$ cat config.mk
export PLATFORM = sky130hd
export DESIGN_NAME = spi_engine
export DESIGN_NICKNAME = d
export VERILOG_FILES = /design/src/rtl/spi_cfg_pkg.sv /design/src/rtl/spi_mode_decode.sv /design/src/rtl/spi_master_core.sv /design/src/rtl/spi_slave_core.sv /design/src/rtl/spi_engine.sv
export SDC_FILE = /design/constraint.sdc
export NUM_CORES = 1
export LEC_CHECK = 0
export ABC_AREA = 1
export BUFFER_PORTS_ARGS = -buffer_cell sky130_fd_sc_hd__buf_2
export CAP_MARGIN = 25
export CORE_MARGIN = 4
export CORE_UTILIZATION = 40
export CTS_BUF_LIST = sky130_fd_sc_hd__clkbuf_4 sky130_fd_sc_hd__clkbuf_8 sky130_fd_sc_hd__clkbuf_16
export DETAILED_ROUTE_END_ITERATION = 6
export PLACE_DENSITY = 0.62
export SLEW_MARGIN = 25
export SYNTH_ARGS = -nofsm -noshare
export SYNTH_HDL_FRONTEND = slang
export SYNTH_SLANG_ARGS = --single-unit
$ cat constraint.sdc
create_clock -name clk -period 3.18 [get_ports clk]
set_clock_uncertainty 0.05 [all_clocks]
set_input_delay 0.159 -clock clk [delete_from_list [all_inputs] [get_ports clk]]
set_output_delay 0.159 -clock clk [all_outputs]
set_load 0.02 [all_outputs]
$ cat src/rtl/spi_cfg_pkg.sv
package spi_cfg_pkg;
  localparam logic [2:0] FMT_M0 = 3'b001;
  localparam logic [2:0] FMT_M1 = 3'b010;
  localparam logic [2:0] FMT_M2 = 3'b110;
  localparam logic [2:0] FMT_M3 = 3'b101;

  typedef struct packed {
    logic ok;
    logic cpol;
    logic cpha;
  } clk_mode_t;

  typedef enum logic [1:0] {M_IDLE, M_LEAD, M_RUN, M_TRAIL} mst_state_t;
endpackage

$ cat src/rtl/spi_mode_decode.sv
module spi_mode_decode
  import spi_cfg_pkg::*;
(
  input  logic [2:0] fmt,
  output clk_mode_t  mode
);
  always_comb begin
    mode = '0;
    case (fmt)
      FMT_M0: mode = '{ok: 1'b1, cpol: 1'b0, cpha: 1'b0};
      FMT_M1: mode = '{ok: 1'b1, cpol: 1'b0, cpha: 1'b1};
      FMT_M2: mode = '{ok: 1'b1, cpol: 1'b1, cpha: 1'b0};
      FMT_M3: mode = '{ok: 1'b1, cpol: 1'b1, cpha: 1'b1};
      default: mode = '0;
    endcase
  end
endmodule

$ cat src/rtl/spi_master_core.sv
module spi_master_core
  import spi_cfg_pkg::*;
#(
  parameter int DATA_W = 16,
  parameter int LEN_W  = 4,
  parameter int DIV_W  = 8
) (
  input  logic              clk,
  input  logic              rst,
  input  logic              en,
  input  logic              fmt_ok,
  input  logic              cpol,
  input  logic              cpha,
  input  logic              lsb_first,
  input  logic              sel_auto,
  input  logic              sel_high,
  input  logic              sw_sel,
  input  logic [LEN_W-1:0]  len,
  input  logic [DIV_W-1:0]  div,
  input  logic              start,
  input  logic [DATA_W-1:0] tx,
  input  logic              miso,
  output logic              sck,
  output logic              sel,
  output logic              mosi,
  output logic              busy,
  output logic              done,
  output logic [DATA_W-1:0] rx
);
  localparam int NB_W  = LEN_W + 1;
  localparam int CNT_W = LEN_W + 2;

  function automatic logic [LEN_W-1:0] bit_pos(input logic lsb,
                                               input logic [NB_W-1:0] n,
                                               input logic [NB_W-1:0] b);
    return lsb ? b[LEN_W-1:0] : LEN_W'(n - NB_W'(1) - b);
  endfunction

  mst_state_t        state;
  logic [DIV_W-1:0]  hcnt;
  logic [CNT_W-1:0]  ecnt;
  logic [DATA_W-1:0] txr, acc;
  logic [NB_W-1:0]   nbits, bidx;
  logic              tick, lead_e, last_e, launch, finish, sel_on;

  assign nbits  = (len == '0) ? NB_W'(DATA_W) : NB_W'(len);
  assign tick   = (hcnt == div);
  assign bidx   = ecnt[CNT_W-1:1];
  assign lead_e = ~ecnt[0];
  assign last_e = (CNT_W'(ecnt + CNT_W'(1)) == {nbits, 1'b0});
  assign launch = (state == M_IDLE) && start && en && fmt_ok;
  assign finish = (state == M_TRAIL) && tick;
  assign sel_on = en && (sel_auto ? (launch || (state != M_IDLE && !finish)) : sw_sel);
  assign busy   = (state != M_IDLE);

  always_ff @(posedge clk) begin
    if (rst) begin
      state <= M_IDLE;
      hcnt  <= '0;
      ecnt  <= '0;
      txr   <= '0;
      acc   <= '0;
      rx    <= '0;
      sck   <= 1'b0;
      sel   <= 1'b1;
      mosi  <= 1'b0;
      done  <= 1'b0;
    end else begin
      done <= 1'b0;
      sel  <= sel_high ? sel_on : ~sel_on;
      case (state)
        M_IDLE: begin
          sck  <= cpol;
          hcnt <= '0;
          if (launch) begin
            state <= M_LEAD;
            txr   <= tx;
            acc   <= '0;
            ecnt  <= '0;
            if (!cpha) mosi <= tx[bit_pos(lsb_first, nbits, '0)];
          end
        end
        M_LEAD, M_RUN: begin
          if (tick) begin
            hcnt  <= '0;
            sck   <= ~sck;
            ecnt  <= ecnt + CNT_W'(1);
            state <= last_e ? M_TRAIL : M_RUN;
            if (lead_e ^ cpha) begin
              acc[bit_pos(lsb_first, nbits, bidx)] <= miso;
            end else if (lead_e) begin
              mosi <= txr[bit_pos(lsb_first, nbits, bidx)];
            end else if (NB_W'(bidx + NB_W'(1)) < nbits) begin
              mosi <= txr[bit_pos(lsb_first, nbits, NB_W'(bidx + NB_W'(1)))];
            end
          end else begin
            hcnt <= hcnt + DIV_W'(1);
          end
        end
        M_TRAIL: begin
          if (tick) begin
            state <= M_IDLE;
            done  <= 1'b1;
            rx    <= acc;
            hcnt  <= '0;
          end else begin
            hcnt <= hcnt + DIV_W'(1);
          end
        end
        default: state <= M_IDLE;
      endcase
    end
  end


  sck_idle_chk: assert property (@(posedge clk) disable iff (rst)
    (!busy && $past(!busy) && $stable(cpol)) |-> (sck == cpol));

  auto_sel_chk: assert property (@(posedge clk) disable iff (rst)
    (en && sel_auto && $stable(en) && $stable(sel_auto) && $stable(sel_high))
      |-> ((sel == sel_high) == busy));

  edge_bound_chk: assert property (@(posedge clk) disable iff (rst)
    busy |-> (ecnt <= {nbits, 1'b0}));

  done_pulse_chk: assert property (@(posedge clk) disable iff (rst)
    done |=> !done);
endmodule

$ cat src/rtl/spi_slave_core.sv
module spi_slave_core #(
  parameter int DATA_W = 16,
  parameter int LEN_W  = 4
) (
  input  logic              clk,
  input  logic              rst,
  input  logic              en,
  input  logic              cpol,
  input  logic              cpha,
  input  logic              lsb_first,
  input  logic              sel_high,
  input  logic [LEN_W-1:0]  len,
  input  logic [DATA_W-1:0] tx,
  input  logic              sck_in,
  input  logic              sel_in,
  input  logic              mosi_in,
  output logic              miso,
  output logic              miso_oe,
  output logic              busy,
  output logic              done,
  output logic [DATA_W-1:0] rx
);
  localparam int NB_W = LEN_W + 1;

  function automatic logic [LEN_W-1:0] bit_pos(input logic lsb,
                                               input logic [NB_W-1:0] n,
                                               input logic [NB_W-1:0] b);
    return lsb ? b[LEN_W-1:0] : LEN_W'(n - NB_W'(1) - b);
  endfunction

  logic [1:0]        sck_q, sel_q, dat_q;
  logic              sck_d, armed;
  logic [NB_W-1:0]   nbits, k;
  logic [DATA_W-1:0] txr, acc, acc_n;
  logic              sel_act, rise, fall, lead, trail, samp, drv;

  assign nbits   = (len == '0) ? NB_W'(DATA_W) : NB_W'(len);
  assign sel_act = en && (sel_q[1] == sel_high);
  assign rise    = sck_q[1] & ~sck_d;
  assign fall    = ~sck_q[1] & sck_d;
  assign lead    = cpol ? fall : rise;
  assign trail   = cpol ? rise : fall;
  assign samp    = cpha ? trail : lead;
  assign drv     = cpha ? lead : trail;
  assign busy    = armed;

  always_comb begin
    acc_n = acc;
    acc_n[bit_pos(lsb_first, nbits, k)] = dat_q[1];
  end

  always_ff @(posedge clk) begin
    if (rst) begin
      sck_q   <= '0;
      sel_q   <= '0;
      dat_q   <= '0;
      sck_d   <= 1'b0;
      armed   <= 1'b0;
      k       <= '0;
      txr     <= '0;
      acc     <= '0;
      rx      <= '0;
      miso    <= 1'b0;
      miso_oe <= 1'b0;
      done    <= 1'b0;
    end else begin
      sck_q   <= {sck_q[0], sck_in};
      sel_q   <= {sel_q[0], sel_in};
      dat_q   <= {dat_q[0], mosi_in};
      sck_d   <= sck_q[1];
      done    <= 1'b0;
      miso_oe <= sel_act;
      if (!sel_act) begin
        armed <= 1'b0;
        k     <= '0;
        acc   <= '0;
      end else if (!armed) begin
        armed <= 1'b1;
        txr   <= tx;
        if (!cpha) miso <= tx[bit_pos(lsb_first, nbits, '0)];
      end else begin
        if (samp) begin
          if (k == NB_W'(nbits - NB_W'(1))) begin
            done <= 1'b1;
            rx   <= acc_n;
            acc  <= '0;
            k    <= '0;
          end else begin
            acc <= acc_n;
            k   <= k + NB_W'(1);
          end
        end
        if (drv && (cpha || k != '0)) miso <= txr[bit_pos(lsb_first, nbits, k)];
      end
    end
  end


  unsel_oe_chk: assert property (@(posedge clk) disable iff (rst)
    !sel_act |=> !miso_oe);

  sdone_pulse_chk: assert property (@(posedge clk) disable iff (rst)
    done |=> !done);
endmodule

$ cat src/rtl/spi_engine.sv
module spi_engine
  import spi_cfg_pkg::*;
#(
  parameter int DATA_W = 16,
  parameter int LEN_W  = 4,
  parameter int DIV_W  = 8
) (
  input  logic              clk,
  input  logic              rst,
  input  logic              cfg_master,
  input  logic              cfg_sel_auto,
  input  logic              cfg_lsb_first,
  input  logic              cfg_sel_high,
  input  logic [2:0]        cfg_format,
  input  logic [LEN_W-1:0]  cfg_len,
  input  logic [DIV_W-1:0]  cfg_div,
  input  logic              sw_sel,
  input  logic              start,
  input  logic [DATA_W-1:0] tx_word,
  output logic [DATA_W-1:0] rx_word,
  output logic              done,
  output logic              busy,
  output logic              m_sck,
  output logic              m_sel,
  output logic              m_mosi,
  input  logic              m_miso,
  input  logic              s_sck,
  input  logic              s_sel,
  input  logic              s_mosi,
  output logic              s_miso,
  output logic              s_miso_oe
);
  clk_mode_t         mode;
  logic              m_busy, m_done, s_busy, s_done;
  logic [DATA_W-1:0] m_rx, s_rx;

  spi_mode_decode u_dec (.fmt(cfg_format), .mode(mode));

  spi_master_core #(.DATA_W(DATA_W), .LEN_W(LEN_W), .DIV_W(DIV_W)) u_mst (
    .clk(clk), .rst(rst), .en(cfg_master), .fmt_ok(mode.ok),
    .cpol(mode.cpol), .cpha(mode.cpha), .lsb_first(cfg_lsb_first),
    .sel_auto(cfg_sel_auto), .sel_high(cfg_sel_high), .sw_sel(sw_sel),
    .len(cfg_len), .div(cfg_div), .start(start), .tx(tx_word), .miso(m_miso),
    .sck(m_sck), .sel(m_sel), .mosi(m_mosi), .busy(m_busy), .done(m_done), .rx(m_rx)
  );

  spi_slave_core #(.DATA_W(DATA_W), .LEN_W(LEN_W)) u_slv (
    .clk(clk), .rst(rst), .en(!cfg_master && mode.ok),
    .cpol(mode.cpol), .cpha(mode.cpha), .lsb_first(cfg_lsb_first),
    .sel_high(cfg_sel_high), .len(cfg_len), .tx(tx_word),
    .sck_in(s_sck), .sel_in(s_sel), .mosi_in(s_mosi),
    .miso(s_miso), .miso_oe(s_miso_oe), .busy(s_busy), .done(s_done), .rx(s_rx)
  );

  assign rx_word = cfg_master ? m_rx : s_rx;
  assign done    = cfg_master ? m_done : s_done;
  assign busy    = cfg_master ? m_busy : s_busy;
endmodule

==> summary.md, run 1 <==
| Metric | Value |
|---|---|
| Outcome | complete, no violations |
| Leakage Power | 3.849 nW |
| Power Density | 638.7 nW/um2 |
| RSZ-0062 raised after global routing | false |
| Net Sw Power | 2.181 mW |
| I/O pin cnt | 66 |
| Max Cap Violations | 0 |
| Crit path largest cell delay | 0.50 ns |
| Clk root buf | clkbuf_16 |
| Final WS setup | 0.4950 ns |
| Synth Instances | 1144 |
| Final Total Pwr | 5.690 mW |
| Reg-to-reg slack, setup | 0.50 ns |
| Fraction of layout cells with a size suffix above 1 | 12.55% |
| Syn Nets | 1213 |
| Vias/cell | 5.039 |
| Vias in the first global route | 6875 |
| Post-Syn Area | 7502 um2 |
| Sequential Power Share | 32.3% |
| Tightest Hold Check Type | input pin to register |
| Asr flop ratio synth | 0% |
| Synth-to-layout area growth | 18.75% |
| 1st-pass router iterations | 5 |
| Inserted Diodes | 0 |
| Post-layout minimum cycle time | 2.685 ns |
| Max-slew violation count | 0 |
| CTS max path bufs | 2 |
| CTS buffer count | 17 |
| Maximum clock rate | 0.3724 GHz |
| Post-synth EDFFs | 0 |
| Per-cell routed wire length | 13.97 um |
| Clk_lat worst skew | 0.43 ns |
| Switching share of power | 38.33% |
| Combinational Power Share | 33.9% |
| Gr busiest metal | met2 |
| First-pass GRT wire length | 34.36 mm |
| DRC violations left | 0 |
| Slowest CP cell | fa_1 |
| Synth Register Bits | 131 |
| Critical Path Start Type | register |
| All-layer global routing usage | 19.75% |
| M1 GR Usage | 27.55% |
| Die area | 21010 um2 |
| Sequential share of the synthesized area | 34.96% |
| Crit Path Max Fanout | 7 |
| Nets@finish | 1299 |
| TritonCTS clock tree | built |
| YS warnings | 0 |
| Post-CTS setup buffers | 0 |
| Die Width | 145.0 um |
| Initial core utilization | 41.20% |
| Clk slew on worst S/H paths | 0.06 ns |
| DR iter-0 viols | 549 |
| Rel. slew slack | 57.30% |
| GR Layer Usage met2 | 30.68% |
| Core area | 18210 um2 |
| Clock share of power | 33.8% |
| RePlAce Congestion | 0.8560 |
| Critical Path RT | 3.49 ns |
| Post-synth top flop | dfxtp_1 |
| Slew @ Worst Pin | 0.6406 ns |
| HPWL after DPL | 14.82 mm |
| Post-route ant nets | 0 |
| Die Y | 145.0 um |
| WP data arrival | 2.99 ns |
| M3 GR Usage | 3.679% |
| Pint | 3.509 mW |
| Routed wire length | 20.56 mm |
| Period utilization | 84.43% |
| Max VDD drop | 0.0004515 V |
| Pre-CTS setup slack | 0.1793 ns |
| # setup viols final | 0 |
| Htree depth | 4 |
| Crit end category | register |
| Final TNS setup | 0 ns |
| Vias | 7418 |
| Congestion Overflow GR | 0 |
| IO buf count | 65 |
| Row count | 49 |
| Most frequent CP cell | nand2_1 |
| Hold Violations, Final | 0 |
| Clock sinks | 131 |
| Post-Syn Area per Cell | 6.558 um2 |
| Largest net degree at the start of global routing | 52 |
| Antenna violations before repair | 0 |
| Synth cell types | 44 |
| Critical path cell sequence | ha_1, inv_1, fa_1, inv_1, o21ai_1, o21ai_0, o211ai_1, nand2_1, nand2_1, nand3_1, nand3_1, nand2_1, a21oi_1 |
| WS Path Type | register to register |
[per-stage QoR]
step / hold slack (ns) / utilization, % / cells / area, um2
finish: 0.03645 / 48.92 / 1472 / 8909
CTS: 0.02882 / 48.92 / 1472 / 8909
global route: 0.04860 / 48.92 / 1472 / 8909
global placement: 0.3103 / 44.62 / 1419 / 8125
detailed placement: 0.3224 / 44.62 / 1419 / 8125
floorplan: 0.2160 / - / 1144 / 7502
[state kept, by name, indices dropped and copies added (netlist names)]
register and count:
u_mst.acc 16, u_mst.rx 16, u_mst.txr 16, u_slv.acc 16
u_slv.rx 16, u_slv.txr 16, u_mst.hcnt 8, u_mst.ecnt 6
u_slv.k 5, u_mst.state 2, u_slv.dat_q 2, u_slv.sck_q 2
u_slv.sel_q 2, u_mst.done 1, u_mst.mosi 1, u_mst.sck 1
u_mst.sel 1, u_slv.busy 1, u_slv.done 1, u_slv.miso 1
u_slv.sck_d 1
[layout by cell type, fill, tap and decap left out, drive strengths merged, types with 9 or more instances in the layout]
cell and instances:
nand3 88, ha 23, inv 164, xor2 15, nand4 25, nor2 124, clkbuf 17, o21bai 9
buf 94, a21oi 100, dfxtp 131, o21ai 95, nand2 280, dlygate4sd3 21
[repair_timing]
action	4_1_cts	5_1_grt
endpoints found under the hold margin	33	0
resized for setup	0	0
hold buffers	21	0
[logic make-up after synthesis]
family	count (synthesis)	synth area share, %
AO/OA/AOI/OAI	225	16.59
XOR/XNOR	22	2.568
adder cells (fa/ha/maj)	26	4.637
flip-flops	131	34.96
AND/OR/NAND/NOR	530	30.39
buffers and inverters	210	10.86
[routing by layer]
metal	up-vias	wire length (um)
li1	3854	-
met1	3352	10100
met2	189	9039
met3	23	1021
met4	0	393
met5	-	0
[Yosys cell counts, types with 7 or more instances]
master | n | area [um2]
nand2_1 | 274 | 1028
inv_1 | 152 | 570.6
dfxtp_1 | 131 | 2623
nor2_1 | 121 | 454.2
a21oi_1 | 91 | 455.4
o21ai_0 | 91 | 455.4
nand3_1 | 86 | 430.4
clkbuf_1 | 29 | 108.9
nand4_1 | 24 | 150.1
ha_1 | 23 | 287.8
xor2_1 | 15 | 131.4
buf_2 | 12 | 60.06
a21oi_2 | 9 | 78.83
o21bai_1 | 9 | 67.56
a211oi_1 | 7 | 52.55
xnor2_1 | 7 | 61.31
[power by group through the flow]
stage | logic, mW | registers [mW] | clock network [mW]
after floorplan | 1.38 | 1.86 | 0
after global placement | 1.87 | 1.87 | 0
after detailed placement | 1.89 | 1.87 | 0
after CTS | 1.92 | 1.83 | 1.95
after global routing | 2.20 | 1.85 | 2.02
final | 1.93 | 1.84 | 1.92
[worst max-delay path: cells and delay by family, from the launching register on]
family                   cells  cell delay, ns
buffers and inverters        2            0.13
AND/OR/NAND/NOR              5            0.39
flip-flops                   1            0.36
AO/OA/AOI/OAI                4            0.82
adder cells (fa/ha/maj)      2            0.86
[final timing paths]
check / from / to / cells after the start
max: u_mst.ecnt[1] / u_mst.mosi / 13
min: cfg_master / u_mst.sel / 3
max reg2reg: u_mst.ecnt[1] / u_mst.mosi / 13
min reg2reg: u_slv.dat_q[0] / u_slv.dat_q[1] / 2
[final cells by class]
class                           instances  area [um2]
Clock buffer                           17       425.4
Clock inverter                         15       147.6
Fill cell                            1888        9300
Inverter                              162       608.1
Multi-Input combinational cell        803        4065
Sequential cell                       131        2623
Tap cell                              229       286.5
Timing Repair Buffer                  115       753.2
(Power assumes the default switching activity.)
==> run 2: changes to the inputs <==
- clock period: 3.18 -> 2.52 ns (I/O delays scaled with it)
==> run 2 against run 1 <==
  * Sequential share of layout area is 1.0 points lower
  * Worst hold slack better by 0.094 ns
  * First-iteration DRC count is 30% lower
  * Non-clock buffer count is 25 higher
  * Final area is 3.6% higher
  * Global-route usage hardly changed
  * Flip-flop and latch count stayed put
  * Fmax is 14% higher
  * Critical path depth is 1 higher
  * Via count is 1.7% higher
  * Die area stayed put
  * Largest cell class unchanged
  * Largest power group unchanged
==> summary.md, run 2 (synthesis results as in run 1) <==
| Metric | Value |
|---|---|
| Outcome | complete, no violations |
| RSZ-0062 raised after global routing | true |
| Clk_lat worst skew | 0.42 ns (about the same) |
| Die Width | 145.0 um (unchanged) |
| Inserted Diodes | 0 (unchanged) |
| Largest net degree at the start of global routing | 36 (-31%) |
| Nets@finish | 1324 (+1.9%) |
| Crit Path Max Fanout | 7 (unchanged) |
| Maximum clock rate | 0.4235 GHz (+14%) |
| Post-route ant nets | 0 (unchanged) |
| First-pass GRT wire length | 34.28 mm (-0.22%) |
| Slew @ Worst Pin | 0.5217 ns (-0.1189 ns) |
| # setup viols final | 0 (unchanged) |
| Critical Path RT | 2.82 ns (-0.67 ns) |
| WS Path Type | register to register |
| Most frequent cells in the layout | nand2_1 (273), inv_1 (152), dfxtp_1 (129) |
| Max Cap Violations | 0 (unchanged) |
| Synth-to-layout area growth | 23.05% |
| Commonest non-fill, non-tap cell in the layout | nand2_1 |
| Hold Violations, Final | 0 (unchanged) |
| Clock sinks | 131 (unchanged) |
| Core area | 18210 um2 (unchanged) |
| Htree depth | 4 (unchanged) |
| RePlAce Congestion | 0.8690 (+1.5%) |
| Die area | 21010 um2 (unchanged) |
| Pre-CTS setup slack | -0.2472 ns (-0.4265 ns) |
| All-layer global routing usage | 19.71% (-0.037 points) |
| Fraction of layout cells with a size suffix above 1 | 15.54% (+3.0 points) |
| Leakage Power | 4.005 nW (+4.1%) |
| HPWL after DPL | 15.26 mm (+3.0%) |
| Period utilization | 93.71% (+9.3 points) |
| Slowest CP cell | fa_1 |
| DR iter-0 viols | 382 (-30%) |
| Critical path cell sequence | ha_4, inv_1, fa_1, inv_1, o21ai_1, buf_4, o21ai_0, o211ai_1, nand2_1, nand2_1, nand3_1, nand3_1, nand2_1, a21oi_1 |
| Vias/cell | 5.041 (about the same) |
| Post-layout minimum cycle time | 2.361 ns (-0.3236 ns) |
| Die Y | 145.0 um (unchanged) |
| Initial core utilization | 41.20% (unchanged) |
| IO buf count | 65 (unchanged) |
| Per-cell routed wire length | 13.98 um (about the same) |
| DRC violations left | 0 (unchanged) |
| Congestion Overflow GR | 0 (unchanged) |
| Fillers | 1812 (-4.0%) |
| TritonCTS clock tree | built |
| 1st-pass router iterations | 7 (+2) |
| Rel. slew slack | 65.18% (+7.9 points) |
| CTS buffer count | 17 (unchanged) |
| Power Density | 806.8 nW/um2 (+26%) |
| Clk slew on worst S/H paths | 0.06 ns (about the same) |
| Tightest Hold Check Type | input pin to register |
| Routed wire length | 20.92 mm (+1.8%) |
| Final Total Pwr | 7.448 mW (+31%) |
| Vias in the first global route | 6997 (+1.8%) |
| Vias | 7546 (+1.7%) |
| Row count | 49 (unchanged) |
| Critical Path Start Type | register |
| Max-slew violation count | 0 (unchanged) |
| Antenna violations before repair | 0 (unchanged) |
| Most frequent CP cell | nand2_1 |
| WP data arrival | 2.66 ns (-0.33 ns) |
| Final WS setup | 0.1586 ns (-0.3364 ns) |
| Max VDD drop | 0.0004786 V (+6.0%) |
| Crit end category | register |
| CTS max path bufs | 2 (unchanged) |
| Post-CTS setup buffers | 0 (unchanged) |
| Clk root buf | clkbuf_16 |
| I/O pin cnt | 66 (unchanged) |
| Crit path largest cell delay | 0.50 ns (about the same) |
## run 2: cell types whose count changed in the layout (fill, tap and decap cells not counted), sizes merged
cell,previous run,this run
clkinv,8,10
bufinv,1,2
inv,164,160
clkbuf,17,20
clkinvlp,4,2
buf,94,119
## run 2: power breakdown
| group | internal [mW] | switching [mW] |
|---|---|---|
| Sequential | 2.20 | 0.124 |
| Clock | 1.49 | 0.953 |
| Combinational | 1.02 | 1.66 |
| Total | 4.71 | 2.74 |
## run 2: worst max-delay path: cells and delay by family, from the launching register on
| family | cells | cell delay, ns |
|---|---|---|
| AOI/OAI and AO/OA | 4 | 0.46 |
| and+or+nand+nor | 5 | 0.38 |
| DFF | 1 | 0.36 |
| adders and majority gates | 2 | 0.78 |
| buffers and inverters | 3 | 0.25 |
## run 2: final timing paths
check                        end            from  slack (ns)  cells past startpoint
hold reg to reg   u_slv.dat_q[1]  u_slv.dat_q[0]        0.35                      2
setup reg to reg      u_mst.mosi   u_mst.ecnt[1]        0.16                     14
hold / removal      u_mst.acc[3]          m_miso        0.13                      5
setup / recovery      u_mst.mosi   u_mst.ecnt[1]        0.16                     14
## run 2: final cells by class
type	count	area (um2)	share of cell area, %
multi-input combinational	803	4138	44.82
sequential	131	2625	28.44
timing repair buffer	140	994.7	10.78
inverter	162	609.3	6.601
clock buffer	20	447.9	4.852
tap	229	286.5	3.104
clock inverter	12	130.1	1.410
## run 2: per-stage QoR
step	hold slack (ns)	utilization, %	instances	TNS [ns]	area (um2)
6_report	0.1301	50.70	1497	0	9231
3_3_place_gp	0.2773	45.96	1444	-3.349	8369
4_1_cts	0.1114	50.29	1497	0	9158
3_5_place_dp	0.2841	45.96	1444	-4.189	8369
5_1_grt	0.1661	50.70	1497	-0.04445	9231
2_1_floorplan	0.1830	-	1144	0	7510
## run 2: routing by layer
layer | vias to the layer above | wire [um] | GRT usage [%]
met5 | - | 0 | 0
met4 | 0 | 278 | 5.511
met3 | 22 | 998 | 3.617
met2 | 186 | 9603 | 32.00
met1 | 3430 | 10040 | 27.03
li1 | 3908 | - | -
## run 2: repair_timing
item,CTS,global route
hold endpoints to repair,35,0
endpoints found under the setup margin,0,14
hold buffers,21,0
gates resized for setup,0,18
==> run 3: changes to the inputs <==
- CORE_UTILIZATION: 40 -> 60
- PLACE_DENSITY: 0.62 -> 0.85
==> run 3 against run 2 <==
  * Critical endpoint unchanged
  * Sequential power about the same
  * Die area decreased by 32%
  * Core utilization increased by 25 points
  * The flow now finishes with violations (design-rule violations)
  * Final area decreased by 1.3%
==> summary.md, run 3 (synthesis results as in run 1) <==
| Metric | Value |
|---|---|
| Outcome | complete, but fails checks |
| Reg-to-reg slack, setup | 0.11 ns (-0.05 ns) |
| Tightest Hold Check Type | input pin to register |
| Placed Area | 8250 um2 (-1.4%) |
| WP data arrival | 2.65 ns (about the same) |
| CP Buf/Inv Count | 3 (unchanged) |
| FF-to-FF path depth | 17 (+3) |
| Worst hold stages | 2 (-3) |
| Post-route ant nets | 0 (unchanged) |
| TritonCTS clock tree | built |
| First-pass GRT wire length | 34.56 mm (+0.83%) |
| 1st-pass router iterations | 7 (unchanged) |
| Slew @ Worst Pin | 0.5160 ns (-0.005707 ns) |
| Routed wire length | 20.94 mm (about the same) |
| Register area | 2629 um2 (+0.14%) |
| CTS buffer count | 17 (unchanged) |
| Post-CTS setup buffers | 0 (unchanged) |
| IO buf count | 65 (unchanged) |
| Post-layout minimum cycle time | 2.408 ns (+0.04631 ns) |
| Largest net degree at the start of global routing | 52 (+44%) |
| Maximum clock rate | 0.4153 GHz (-1.9%) |
| Slowest CP cell | dfxtp_4 |
| RSZ-0062 raised after global routing | true |
| Die Y | 119.8 um (-17%) |
| Reg2Reg Launch Point | u_mst.ecnt[1] |
| Antenna violations before repair | 0 (unchanged) |
| # setup viols final | 0 (unchanged) |
| Vias in the first global route | 7264 (+3.8%) |
| Final Total Pwr | 7.402 mW (-0.62%) |
| Commonest non-fill, non-tap cell in the layout | nand2_1 |
| Fraction of layout cells with a size suffix above 1 | 15.44% (-0.097 points) |
| RePlAce Congestion | 0.9001 (+3.6%) |
| DR iter-0 viols | 930 (+140%) |
| Fillers | 932 (-49%) |
| Final WS setup | 0.1123 ns (-0.04631 ns) |
| Leakage Power | 3.976 nW (-0.73%) |
| Most frequent CP cell | nand2_1 |
| Clk slew on worst S/H paths | 0.06 ns (about the same) |
| Most frequent cells in the layout | nand2_1 (272), inv_1 (150), dfxtp_1 (128) |
| Die area | 14360 um2 (-32%) |
| Crit end category | register |
| Synth-to-layout area growth | 21.41% |
| Vias/cell | 5.490 (+8.9%) |
| Rel. slew slack | 65.56% (+0.38 points) |
| All-layer global routing usage | 29.58% (+9.9 points) |
| Power Density | 812.6 nW/um2 (+0.72%) |
| Max-slew violation count | 0 (unchanged) |
| Hold Crit Endpoint | u_mst.mosi |
| HPWL after DPL | 14.33 mm (-6.0%) |
| Clk root buf | clkbuf_16 |
| Nets@finish | 1320 (-0.30%) |
| WS Path Type | register to register |
| Reg-to-reg endpoint | u_mst.mosi |
| Inserted Diodes | 0 (unchanged) |
| Clk_lat worst skew | 0.43 ns (about the same) |
| Failing checks | design-rule violations |
| Worst path top cell family by delay | simple AND/OR/NAND/NOR gates |
| Die Width | 119.8 um (-17%) |
| Critical Path RT | 2.76 ns (-0.06 ns) |
| Final instance area | 9109 um2 (-1.3%) |
| Crit path largest cell delay | 0.37 ns (-0.13 ns) |
| CTS max path bufs | 2 (unchanged) |
| DRC violations left | 3 (+3) |
| Congestion Overflow GR | 0 (unchanged) |
| I/O pin cnt | 66 (unchanged) |
| Row count | 40 (-18%) |
| Crit Path Max Fanout | 5 (-2) |
| Hold Violations, Final | 0 (unchanged) |
| Max VDD drop | 0.0005830 V (+22%) |
| Worst Min Path Start | rst |
| Multi-input logic area | 4131 um2 (-0.15%) |
| Initial core utilization | 61.94% (+21 points) |
| Pre-CTS setup slack | -0.2209 ns (+0.02627 ns) |
| Critical path cell sequence | ha_4, nand2_1, inv_1, nor2_1, inv_2, ha_4, inv_1, o211ai_1, nand3_1, nand3_1, nand2_1, nand2_1, nand2_1, nand3_1, nand3_1, nand2_1, a21oi_2 |
| Period utilization | 95.54% (+1.8 points) |
| Critical Path Start Type | register |
| Per-cell routed wire length | 14.63 um (+4.7%) |
| Core area | 12110 um2 (-33%) |
| Max Cap Violations | 0 (unchanged) |
| Vias | 7856 (+4.1%) |
| Htree depth | 4 (unchanged) |
| Clock sinks | 131 (unchanged) |
[run 3: cell types whose count changed in the layout (fill, tap and decap cells not counted), moves of 3 or more]
| cell | delta |
|---|---|
| clkinv_4 | +4 |
| buf_4 | -3 |
| inv_6 | -3 |
| nor2_1 | +3 |
[run 3: worst register-to-register path, delay by kind of cell, from the launching register on]
kind / cells / cell delay, ns
and+or+nand+nor: 10 / 0.89
adders and majority gates: 2 / 0.44
DFF: 1 / 0.37
AOI/OAI and AO/OA: 2 / 0.36
buffers and inverters: 3 / 0.16
[run 3: routing by layer]
metal | wire, um | vias to the layer above | part of all wire (%) | track usage [%]
met5 | 0 | - | 0 | 0
met4 | 527 | 0 | 2.5 | 9.664
met3 | 1472 | 60 | 7.0 | 5.278
met2 | 9849 | 349 | 47 | 49.22
met1 | 9089 | 3544 | 43 | 39.05
li1 | - | 3903 | - | -
[run 3: area by class of cell]
type	count	area share, %
multi-input combinational	803	45.36
inverter	162	6.690
tap	168	2.308
clock inverter	12	1.497
sequential	131	28.86
timing repair buffer	136	10.45
clock buffer	19	4.835
[run 3: metrics by stage]
stage | util (%) | hold WS (ns) | std cells | TNS (ns)
after floorplan | - | 0.1830 | 1144 | 0
after global placement | 68.12 | 0.2825 | 1379 | -1.157
after detailed placement | 68.12 | 0.2903 | 1379 | -3.550
after CTS | 74.62 | 0.07158 | 1431 | 0
after global routing | 75.21 | 0.09308 | 1431 | -0.05976
final | 75.21 | 0.08474 | 1431 | 0
[run 3: worst max path at each step]
stage | start | to | slack [ns] | depth (start not counted)
after global placement | cfg_len[0] | u_mst.mosi | -0.11 | 20
final | u_mst.ecnt[1] | u_mst.mosi | 0.11 | 17
after detailed placement | cfg_len[0] | u_mst.acc[13] | -0.22 | 17
after CTS | u_mst.ecnt[1] | u_mst.mosi | 0.06 | 14
after floorplan | cfg_len[0] | u_slv.miso | 0.01 | 19
after global routing | u_mst.ecnt[1] | u_mst.mosi | -0.06 | 17
[run 3: repair_timing]
item                                    4_1_cts  5_1_grt
endpoints found under the hold margin        35        0
endpoints found under the setup margin        0       20
gates resized for setup                       0       21
hold buffers                                 21        0
[run 3: report_power, final]
part	total, mW	switching (mW)	leakage [nW]	internal, mW
clock	2.39	0.921	0.276	1.47
sequential	2.33	0.128	1.06	2.21
combinational	2.68	1.69	2.64	0.987
total	7.40	2.74	3.98	4.66
